$ cat src/rtl/clk_lane_pkg.sv
package clk_lane_pkg;

  typedef enum logic [3:0] {
    PH_STOP, PH_LP01, PH_LP00, PH_ZERO, PH_PRE,
    PH_RUN, PH_POST, PH_TRAIL, PH_EXIT
  } phase_t;

  typedef enum logic [2:0] {
    SEL_NONE, SEL_LPX, SEL_PREP, SEL_ZERO,
    SEL_PRE, SEL_POST, SEL_TRAIL, SEL_EXIT
  } limSel_t;

  typedef struct packed {
    logic     capture;
    logic     clear;
    limSel_t  sel;
  } strobe_t;

  localparam int NUM_CFG   = 7;
  localparam int IDX_LPX   = 0;
  localparam int IDX_PREP  = 1;
  localparam int IDX_ZERO  = 2;
  localparam int IDX_PRE   = 3;
  localparam int IDX_POST  = 4;
  localparam int IDX_TRAIL = 5;
  localparam int IDX_EXIT  = 6;

endpackage

$ cat src/rtl/clk_lane_timer.sv
module clk_lane_timer
  import clk_lane_pkg::*;
#(
  parameter int CNT_W = 16
) (
  input  logic                            clk,
  input  logic                            rst,
  input  strobe_t                         stb,
  input  logic [NUM_CFG-1:0][CNT_W-1:0]   cfgIn,
  output logic                            limitHit
);

  localparam logic [CNT_W-1:0] ONE = {{(CNT_W-1){1'b0}}, 1'b1};

  logic [NUM_CFG-1:0][CNT_W-1:0] capCfg;
  logic [CNT_W-1:0] cnt;
  logic [CNT_W-1:0] lim;

  // Counts are frozen at burst start; zero is floored to one.
  for (genvar g = 0; g < NUM_CFG; g++) begin : g_cap
    always_ff @(posedge clk) begin
      if (rst)              capCfg[g] <= ONE;
      else if (stb.capture) capCfg[g] <= (cfgIn[g] == '0) ? ONE : cfgIn[g];
    end
  end

  always_comb begin
    case (stb.sel)
      SEL_LPX:   lim = capCfg[IDX_LPX];
      SEL_PREP:  lim = (capCfg[IDX_PREP] > capCfg[IDX_LPX]) ? capCfg[IDX_PREP] : capCfg[IDX_LPX];
      SEL_ZERO:  lim = capCfg[IDX_ZERO];
      SEL_PRE:   lim = capCfg[IDX_PRE];
      SEL_POST:  lim = capCfg[IDX_POST];
      SEL_TRAIL: lim = capCfg[IDX_TRAIL];
      SEL_EXIT:  lim = (capCfg[IDX_EXIT] > capCfg[IDX_LPX]) ? capCfg[IDX_EXIT] : capCfg[IDX_LPX];
      default:   lim = ONE;
    endcase
  end

  always_ff @(posedge clk) begin
    if (rst || stb.clear)         cnt <= '0;
    else if (stb.sel != SEL_NONE) cnt <= cnt + ONE;
  end

  assign limitHit = (stb.sel != SEL_NONE) && (cnt == lim - ONE);

  // a timed phase never overruns its limit
  a_r9_count_in_range: assert property (@(posedge clk) disable iff (rst)
    (stb.sel != SEL_NONE) |-> (cnt < lim));

endmodule

$ cat src/rtl/clk_lane_ctrl.sv
module clk_lane_ctrl
  import clk_lane_pkg::*;
(
  input  logic     clk,
  input  logic     rst,
  input  logic     startReq,
  input  logic     stopReq,
  input  logic     limitHit,
  output strobe_t  stb,
  output logic [1:0] lpState,
  output logic     hsDrvEn,
  output logic     hsClkGate,
  output logic     clkReady,
  output logic     laneIdle
);

  phase_t state, nextState;
  logic   stopPend;

  always_comb begin
    nextState = state;
    case (state)
      PH_STOP:  if (startReq) nextState = PH_LP01;
      PH_LP01:  if (limitHit) nextState = PH_LP00;
      PH_LP00:  if (limitHit) nextState = PH_ZERO;
      PH_ZERO:  if (limitHit) nextState = PH_PRE;
      PH_PRE:   if (limitHit) nextState = PH_RUN;
      PH_RUN:   if (stopReq || stopPend) nextState = PH_POST;
      PH_POST:  if (limitHit) nextState = PH_TRAIL;
      PH_TRAIL: if (limitHit) nextState = PH_EXIT;
      PH_EXIT:  if (limitHit) nextState = PH_STOP;
      default:  nextState = PH_STOP;
    endcase
  end

  always_ff @(posedge clk) begin
    if (rst) state <= PH_STOP;
    else     state <= nextState;
  end

  // Early stop is held until the ready point.
  always_ff @(posedge clk) begin
    if (rst)                           stopPend <= 1'b0;
    else if (state == PH_PRE && stopReq) stopPend <= 1'b1;
    else if (state == PH_RUN)          stopPend <= 1'b0;
  end

  always_comb begin
    stb.capture = (state == PH_STOP) && startReq;
    stb.clear   = (nextState != state);
    case (state)
      PH_LP01:  stb.sel = SEL_LPX;
      PH_LP00:  stb.sel = SEL_PREP;
      PH_ZERO:  stb.sel = SEL_ZERO;
      PH_PRE:   stb.sel = SEL_PRE;
      PH_POST:  stb.sel = SEL_POST;
      PH_TRAIL: stb.sel = SEL_TRAIL;
      PH_EXIT:  stb.sel = SEL_EXIT;
      default:  stb.sel = SEL_NONE;
    endcase
  end

  always_comb begin
    case (state)
      PH_STOP, PH_EXIT: lpState = 2'b11;
      PH_LP01:          lpState = 2'b01;
      default:          lpState = 2'b00;
    endcase
    hsDrvEn   = (state == PH_ZERO) || (state == PH_PRE) || (state == PH_RUN) ||
                (state == PH_POST) || (state == PH_TRAIL);
    hsClkGate = (state == PH_PRE) || (state == PH_RUN) || (state == PH_POST);
    clkReady  = (state == PH_RUN);
    laneIdle  = (state == PH_STOP);
  end

  a_r10_idle_holds_without_start: assert property (@(posedge clk) disable iff (rst)
    (laneIdle && !startReq) |=> laneIdle);

  a_r4_ready_after_clocking: assert property (@(posedge clk) disable iff (rst)
    $rose(clkReady) |-> $past(hsClkGate));

  a_r5_gate_falls_into_trail: assert property (@(posedge clk) disable iff (rst)
    $fell(hsClkGate) |-> (hsDrvEn && !clkReady));

  a_r7_driver_off_into_lp11: assert property (@(posedge clk) disable iff (rst)
    $fell(hsDrvEn) |-> (lpState == 2'b11));

  a_r6_deferred_stop_taken: assert property (@(posedge clk) disable iff (rst)
    (clkReady && stopPend) |=> (!clkReady && hsClkGate));

  a_r2_lp01_from_idle: assert property (@(posedge clk) disable iff (rst)
    $rose(lpState == 2'b01) |-> $past(laneIdle));

endmodule

$ cat src/rtl/clk_lane_hs_seq.sv
module clk_lane_hs_seq
  import clk_lane_pkg::*;
#(
  parameter int CNT_W = 16
) (
  input  logic             clk,
  input  logic             rst,
  input  logic             startReq,
  input  logic             stopReq,
  input  logic [CNT_W-1:0] cfgLpx,
  input  logic [CNT_W-1:0] cfgPrepare,
  input  logic [CNT_W-1:0] cfgZero,
  input  logic [CNT_W-1:0] cfgPre,
  input  logic [CNT_W-1:0] cfgPost,
  input  logic [CNT_W-1:0] cfgTrail,
  input  logic [CNT_W-1:0] cfgExit,
  output logic [1:0]       lpState,
  output logic             hsDrvEn,
  output logic             hsClkGate,
  output logic             clkReady,
  output logic             laneIdle
);

  strobe_t stb;
  logic    limitHit;
  logic [NUM_CFG-1:0][CNT_W-1:0] cfgBus;

  always_comb begin
    cfgBus[IDX_LPX]   = cfgLpx;
    cfgBus[IDX_PREP]  = cfgPrepare;
    cfgBus[IDX_ZERO]  = cfgZero;
    cfgBus[IDX_PRE]   = cfgPre;
    cfgBus[IDX_POST]  = cfgPost;
    cfgBus[IDX_TRAIL] = cfgTrail;
    cfgBus[IDX_EXIT]  = cfgExit;
  end

  clk_lane_ctrl u_ctrl (
    .clk(clk), .rst(rst), .startReq(startReq), .stopReq(stopReq),
    .limitHit(limitHit), .stb(stb), .lpState(lpState), .hsDrvEn(hsDrvEn),
    .hsClkGate(hsClkGate), .clkReady(clkReady), .laneIdle(laneIdle)
  );

  clk_lane_timer #(.CNT_W(CNT_W)) u_timer (
    .clk(clk), .rst(rst), .stb(stb), .cfgIn(cfgBus), .limitHit(limitHit)
  );

endmodule

$ cat config.mk
export PLATFORM = sky130hd
export DESIGN_NAME = clk_lane_hs_seq
export DESIGN_NICKNAME = d
export VERILOG_FILES = /design/src/rtl/clk_lane_pkg.sv /design/src/rtl/clk_lane_timer.sv /design/src/rtl/clk_lane_ctrl.sv /design/src/rtl/clk_lane_hs_seq.sv
export SDC_FILE = /design/constraint.sdc
export NUM_CORES = 1
export LEC_CHECK = 0
export ABC_AREA = 1
export BUFFER_PORTS_ARGS = -buffer_cell sky130_fd_sc_hd__buf_2
export CAP_MARGIN = 20
export CORE_ASPECT_RATIO = 0.6
export CORE_UTILIZATION = 55
export CTS_BUF_LIST = sky130_fd_sc_hd__clkbuf_16
export DETAILED_ROUTE_END_ITERATION = 8
export GPL_ROUTABILITY_DRIVEN = 0
export GPL_TIMING_DRIVEN = 0
export PLACE_DENSITY = 0.77
export RECOVER_POWER = 50
export SLEW_MARGIN = 5
export SYNTH_ARGS = -nofsm -noshare
export SYNTH_HDL_FRONTEND = slang
export SYNTH_SLANG_ARGS = --single-unit
$ cat constraint.sdc
create_clock -name clk -period 5.1 [get_ports clk]
set_input_delay 0.51 -clock clk [delete_from_list [all_inputs] [get_ports clk]]
set_output_delay 0.51 -clock clk [all_outputs]
set_load 0.02 [all_outputs]
==> impl_metrics.yaml, run 1 <==
routing:
  via_count: 8991
  wl_per_cell_um: 18.36
  drt-total-wl_um: 28290
  drt-initial-drc-count: 1013
  via_per_inst: 5.835
  top_layer: "met4"
  firstDrtPassIters: 6
  drtAntennaViolNets: 0
  wl_met2_um: 11200
  drc: 0
  route.met3.wl_um: 3923
  wl_met1_um: 12480
floorplanning:
  die_height_um: 96.61
  num_io_pins: 122
  die_w_um: 159.7
  rows: 34
  start_util_pct: 56.56
  core_um2: 14510
  die_area_um2: 15430
layout:
  drive_gt1_share_pct: 16.53
  layout.nets: 1480
  fin_area_um2: 9610
  num-fill-cells: 1330
  area_growth_syn_to_layout_pct: 17.14
  multiInputGateArea_um2: 4771
  final_common_cell: "nand2_1"
  n_antenna_cell: 0
  regArea_um2: 2663
  final_cell_mix: "289 x nand2_1, 134 x inv_1, 133 x dfxtp_1"
global_route:
  grt_pass1_wl_um: 43480
  grt_remaining_overflow: 0
  grt_use_total_pct: 36.90
  antenna_found_initial: 0
  grt_max_degree: 17
  first_global_vias: 8105
clock_network:
  worstSkewPairLatency_ns: 0.44
  cts_buffer_depth: 2
  htree_num_levels: 4
  cts_tree: "built"
  cts_hold_buffers: 0
  postCtsSetupBuffers: 0
  ctsResizeCount: 0
  root_buffer: "clkbuf_16"
  cts_buffers: 17
  clkSlewWorstSetupHoldPaths_ns: 0.07
  cts.sinks: 133
synth:
  synth_area_per_cell_um2: 6.894
  synth-edff-count: 0
  synth-async-reset-ratio_pct: 0
  synth_seq_area_share_pct: 32.45
  synth_cells: 1190
  synth.top_cell.area_share_pct: 32.45
  synth_cell_type_count: 46
  synthTopCellsByArea: "dfxtp_1 32%, nand2_1 13%, a211oi_1 6.1%, inv_1 6.0%, nand3_1 5.7%"
  netlist_area_um2: 8204
  synth_warnings: 0
  synth_largest_area_cell: "dfxtp_1"
  ys_ff_latch: 133
  synth_top_flop_cell: "dfxtp_1"
  synth_nets: 1340
place:
  numPortBuffers: 121
  hpwl_um: 21650
  place_ws_ns: 0.6236
  placed_area_um2: 9057
timing:
  fin_tns_setup_ns: 0
  slew_headroom_pct: 39.67
  worstMarginPinSlew_ns: 0.9049
  setup-violations-final: 0
  rsz0062_at_grt: "no"
  period_minus_slack_ns: 4.660
  worst_slack_ns: 0.4398
  hold_slack_ns: 0.3303
  finalMaxSlewViolations: 0
  hold_viol: 0
  fin_skew_ns: 0.009911
  max_freq_mhz: 214.6
  period_share_pct: 91.38
worst_setup_path:
  arrival_ns: 5.03
  crit_required_ns: 5.47
  critPathMaxStageDelay_ns: 0.33
  crit_type: "reg -> reg"
  cpMostUsedCell: "nand2_1"
  cpMaxStageDelayCell: "ha_1"
  endpoint_kind: "flop"
  crit_path_start_kind: "flop"
  crit_fanout: 10
  rr_worst_depth: 30
flow_run:
  maxCapViolCount: 0
pwr:
  pwr-share-seq_pct: 35.3
  switching_share_pct: 36.77
  power_report.internal_total_mw: 2.106
  pwr-share-comb_pct: 28.0
  p_per_area_nw_per_um2: 346.6
  p_leak_nw: 4.377
  peakVddDrop_mv: 0.1471
  power_switching_mw: 1.225
  power.total_mw: 3.331
  clockPowerShare_pct: 36.7
worst_hold_path:
  hold_path_class: "in -> reg"
  holdPathStages: 3
outcome:
  status: "complete, no violations"
## metrics by stage
step	utilization [%]	instances
floorplan	-	1190
global placement	62.44	1509
detailed placement	62.44	1509
CTS	66.37	1541
global route	66.25	1541
finish	66.25	1541
## cell usage after synthesis (2+ instances only)
cell type / n
nand2_1: 288
dfxtp_1: 133
inv_1: 132
nor2_1: 122
nand3_1: 93
a211oi_1: 67
a21oi_1: 67
clkbuf_1: 37
ha_1: 34
nor4_1: 29
xor2_1: 18
o21ai_0: 17
nand4_1: 15
nor2_4: 13
nand2_2: 12
nor2_2: 12
nand3b_1: 10
o22ai_1: 10
nor3_1: 8
inv_2: 7
nand3_2: 7
a211oi_2: 6
a22o_1: 6
buf_2: 5
buf_6: 4
o21ai_1: 4
o221ai_1: 4
xnor2_1: 4
nand2_4: 3
o211ai_1: 3
a21o_1: 2
a31oi_1: 2
buf_4: 2
nor3_2: 2
## power groups by stage
stage / logic (mW) / clock network [mW] / registers [mW]
finish: 0.933 / 1.22 / 1.17
global placement: 0.869 / 0 / 1.19
global route: 1.02 / 1.27 / 1.18
detailed placement: 0.890 / 0 / 1.19
CTS: 0.899 / 1.22 / 1.17
floorplan: 0.621 / 0 / 1.18
## logic make-up after synthesis
group,Yosys count,synth area share (%)
AOI/OAI and AO/OA,193,15.36
xor gates and xnor gates,23,2.623
adders and majority gates,34,5.185
buffers and inverters,188,9.333
DFF,133,32.45
muxes,1,0.1220
and+or+nand+nor,618,34.92
## state kept, by name, indices dropped and copies added, names as in the netlist
signal	cells
u_ctrl.state	4
u_ctrl.stopPend	1
u_timer.capCfg	112
u_timer.cnt	16
## critical path: cells and delay by family, from the launching register on
family | cells | cell delay, ns
AOI/OAI and AO/OA | 3 | 0.55
adders and majority gates | 2 | 0.62
buffers and inverters | 4 | 0.80
DFF | 1 | 0.30
and+or+nand+nor | 21 | 2.32
## area by class of cell
| cell class | instances | share of cell area [%] |
|---|---|---|
| clock inverters | 15 | 1.510 |
| well taps | 198 | 2.578 |
| repair buffers | 121 | 6.249 |
| multi-input cells | 869 | 49.64 |
| plain buffers | 49 | 2.461 |
| clock buffers | 17 | 4.427 |
| flip-flops and latches | 133 | 27.70 |
| inverters | 139 | 5.429 |
## final timing paths
path              slack (ns)               start                 end
setup reg to reg        0.44   u_timer.capCfg[9]     u_timer.cnt[15]
hold / removal          0.33         cfgPost[10]  u_timer.capCfg[74]
setup / recovery        0.44   u_timer.capCfg[9]     u_timer.cnt[15]
hold reg to reg         0.47  u_timer.capCfg[37]  u_timer.capCfg[37]
## layer usage
metal	global-route usage [%]	vias up
met4	11.46	0
li1	-	4271
met5	0	-
met2	52.67	594
met3	11.54	74
met1	52.47	4052
No activity file was read; power rests on OpenSTA's default activity.
==> inputs of run 2 (changes only) <==
--- a/config.mk
+++ b/config.mk
@@ -14,7 +14,7 @@
 export DETAILED_ROUTE_END_ITERATION = 8
 export GPL_ROUTABILITY_DRIVEN = 0
 export GPL_TIMING_DRIVEN = 0
-export PLACE_DENSITY = 0.77
+export PLACE_DENSITY_LB_ADDON = 0.25
 export RECOVER_POWER = 50
 export SLEW_MARGIN = 5
 export SYNTH_ARGS = -nofsm -noshare
==> run 2 against run 1 <==
  * Count of clock-buffer cells in the layout unchanged
  * Maximum frequency increased by 0.86%
  * Sequential power about the same
==> impl_metrics.yaml, run 2 (same netlist as run 1, synthesis figures left out) <==
worst_setup_path:
  crit_path_start_kind: "flop"
  cpMostUsedCell: "nand2_1"
  endpoint_kind: "flop"
  crit_fanout: 10
  crit_type: "reg -> reg"
  arrival_ns: 4.99
  crit_required_ns: 5.46
  critPathMaxStageDelay_ns: 0.33
  cpMaxStageDelayCell: "ha_1"
clock_network:
  htree_num_levels: 4
  cts_buffer_depth: 2
  cts_hold_buffers: 0
  worstSkewPairLatency_ns: 0.43
  cts_buffers: 17
  ctsResizeCount: 0
  postCtsSetupBuffers: 0
  clkSlewWorstSetupHoldPaths_ns: 0.07
  cts.sinks: 133
  cts_tree: "built"
  root_buffer: "clkbuf_16"
routing:
  firstDrtPassIters: 7
  drt-total-wl_um: 27450
  wl_per_cell_um: 17.81
  drt-initial-drc-count: 1208
  drtAntennaViolNets: 0
  via_per_inst: 5.792
  via_count: 8925
  drc: 0
layout:
  n_antenna_cell: 0
  fin_area_um2: 9627
  drive_gt1_share_pct: 16.53
  regMostFlops: "u_timer.capCfg"
  layout.nets: 1480
  final_cell_mix: "289 x nand2_1, 133 x inv_1, 133 x dfxtp_1"
  largest_reg_flops: 112
  final_util_pct: 66.36
  reg.largest.list: "u_timer.capCfg: 112 flops, u_timer.cnt: 16 flops, u_ctrl.state: 4 flops"
  final_common_cell: "nand2_1"
  area_growth_syn_to_layout_pct: 17.34
global_route:
  grt_max_degree: 17
  grt_pass1_wl_um: 43230
  grt_remaining_overflow: 0
  grt_use_total_pct: 36.36
  first_global_vias: 8119
  antenna_found_initial: 0
floorplanning:
  die_w_um: 159.7
  rows: 34
  die_height_um: 96.61
  start_util_pct: 56.56
  core_um2: 14510
  num_io_pins: 122
  die_area_um2: 15430
outcome:
  status: "complete, no violations"
pwr:
  peakVddDrop_mv: 0.2325
  p_per_area_nw_per_um2: 346.8
  p_leak_nw: 4.385
flow_run:
  maxCapViolCount: 0
timing:
  finalMaxSlewViolations: 0
  period_share_pct: 90.60
  slew_headroom_pct: 40.94
  hold_viol: 0
  period_minus_slack_ns: 4.621
  hold_slack_ns: 0.3398
  worstMarginPinSlew_ns: 0.8805
  rsz0062_at_grt: "no"
  fin_tns_setup_ns: 0
  max_freq_mhz: 216.4
  fin_skew_ns: 0.01183
  setup-violations-final: 0
place:
  placed_area_um2: 9057
  hpwl_um: 21240
  numPortBuffers: 121
worst_hold_path:
  hold_path_class: "in -> reg"
## run 2: routing by layer
layer  routed length [µm]  global-route usage [%]  vias up
li1                     -                       -     4265
met1                12520                   52.73     4002
met2                10550                   51.36      569
met3                 3702                   11.11       89
met4                  672                   10.13        0
met5                    0                       0        -
## run 2: metrics by stage
step / total power, mW / worst slack (ns) / std cells
after floorplan: 1.797 / 1.575 / 1190
final: 3.338 / 0.4794 / 1541
after global placement: 2.057 / 0.7615 / 1509
after detailed placement: 2.077 / 0.6707 / 1509
after CTS: 3.299 / 0.6193 / 1541
after global routing: 3.488 / 0.1002 / 1541
## run 2: where the power goes
part	switching, mW	leakage, nW	internal [mW]	total (mW)
clock network	0.544	0.283	0.693	1.24
logic	0.628	3.01	0.300	0.928
registers	0.0497	1.09	1.12	1.17
total	1.22	4.38	2.12	3.34
## run 2: path summary, 6_finish.rpt
path                      startpoint            endpoint  slack [ns]  depth (start not counted)
setup / recovery  u_timer.capCfg[11]     u_timer.cnt[12]        0.48                         28
hold / removal         cfgPrepare[1]  u_timer.capCfg[17]        0.34                          3
setup reg to reg  u_timer.capCfg[11]     u_timer.cnt[12]        0.48                         28
hold reg to reg   u_timer.capCfg[74]  u_timer.capCfg[74]        0.47                          2
## run 2: worst max-delay path: cells and delay by family, from the launching register on
family                   cells  cell delay, ns
AND/OR/NAND/NOR             16            1.81
AO/OA/AOI/OAI                5            0.94
buffers and inverters        5            0.86
adder cells (fa/ha/maj)      2            0.60
flip-flops                   1            0.30
## run 2: cell type report
type / instances / area (µm²)
timing repair buffer: 121 / 601.8
inverter: 139 / 521.8
fill: 1301 / 4880
tap: 198 / 247.7
sequential: 133 / 2663
multi-input combinational: 869 / 4768
clock buffer: 17 / 425.4
buffer: 49 / 236.5
clock inverter: 15 / 162.7
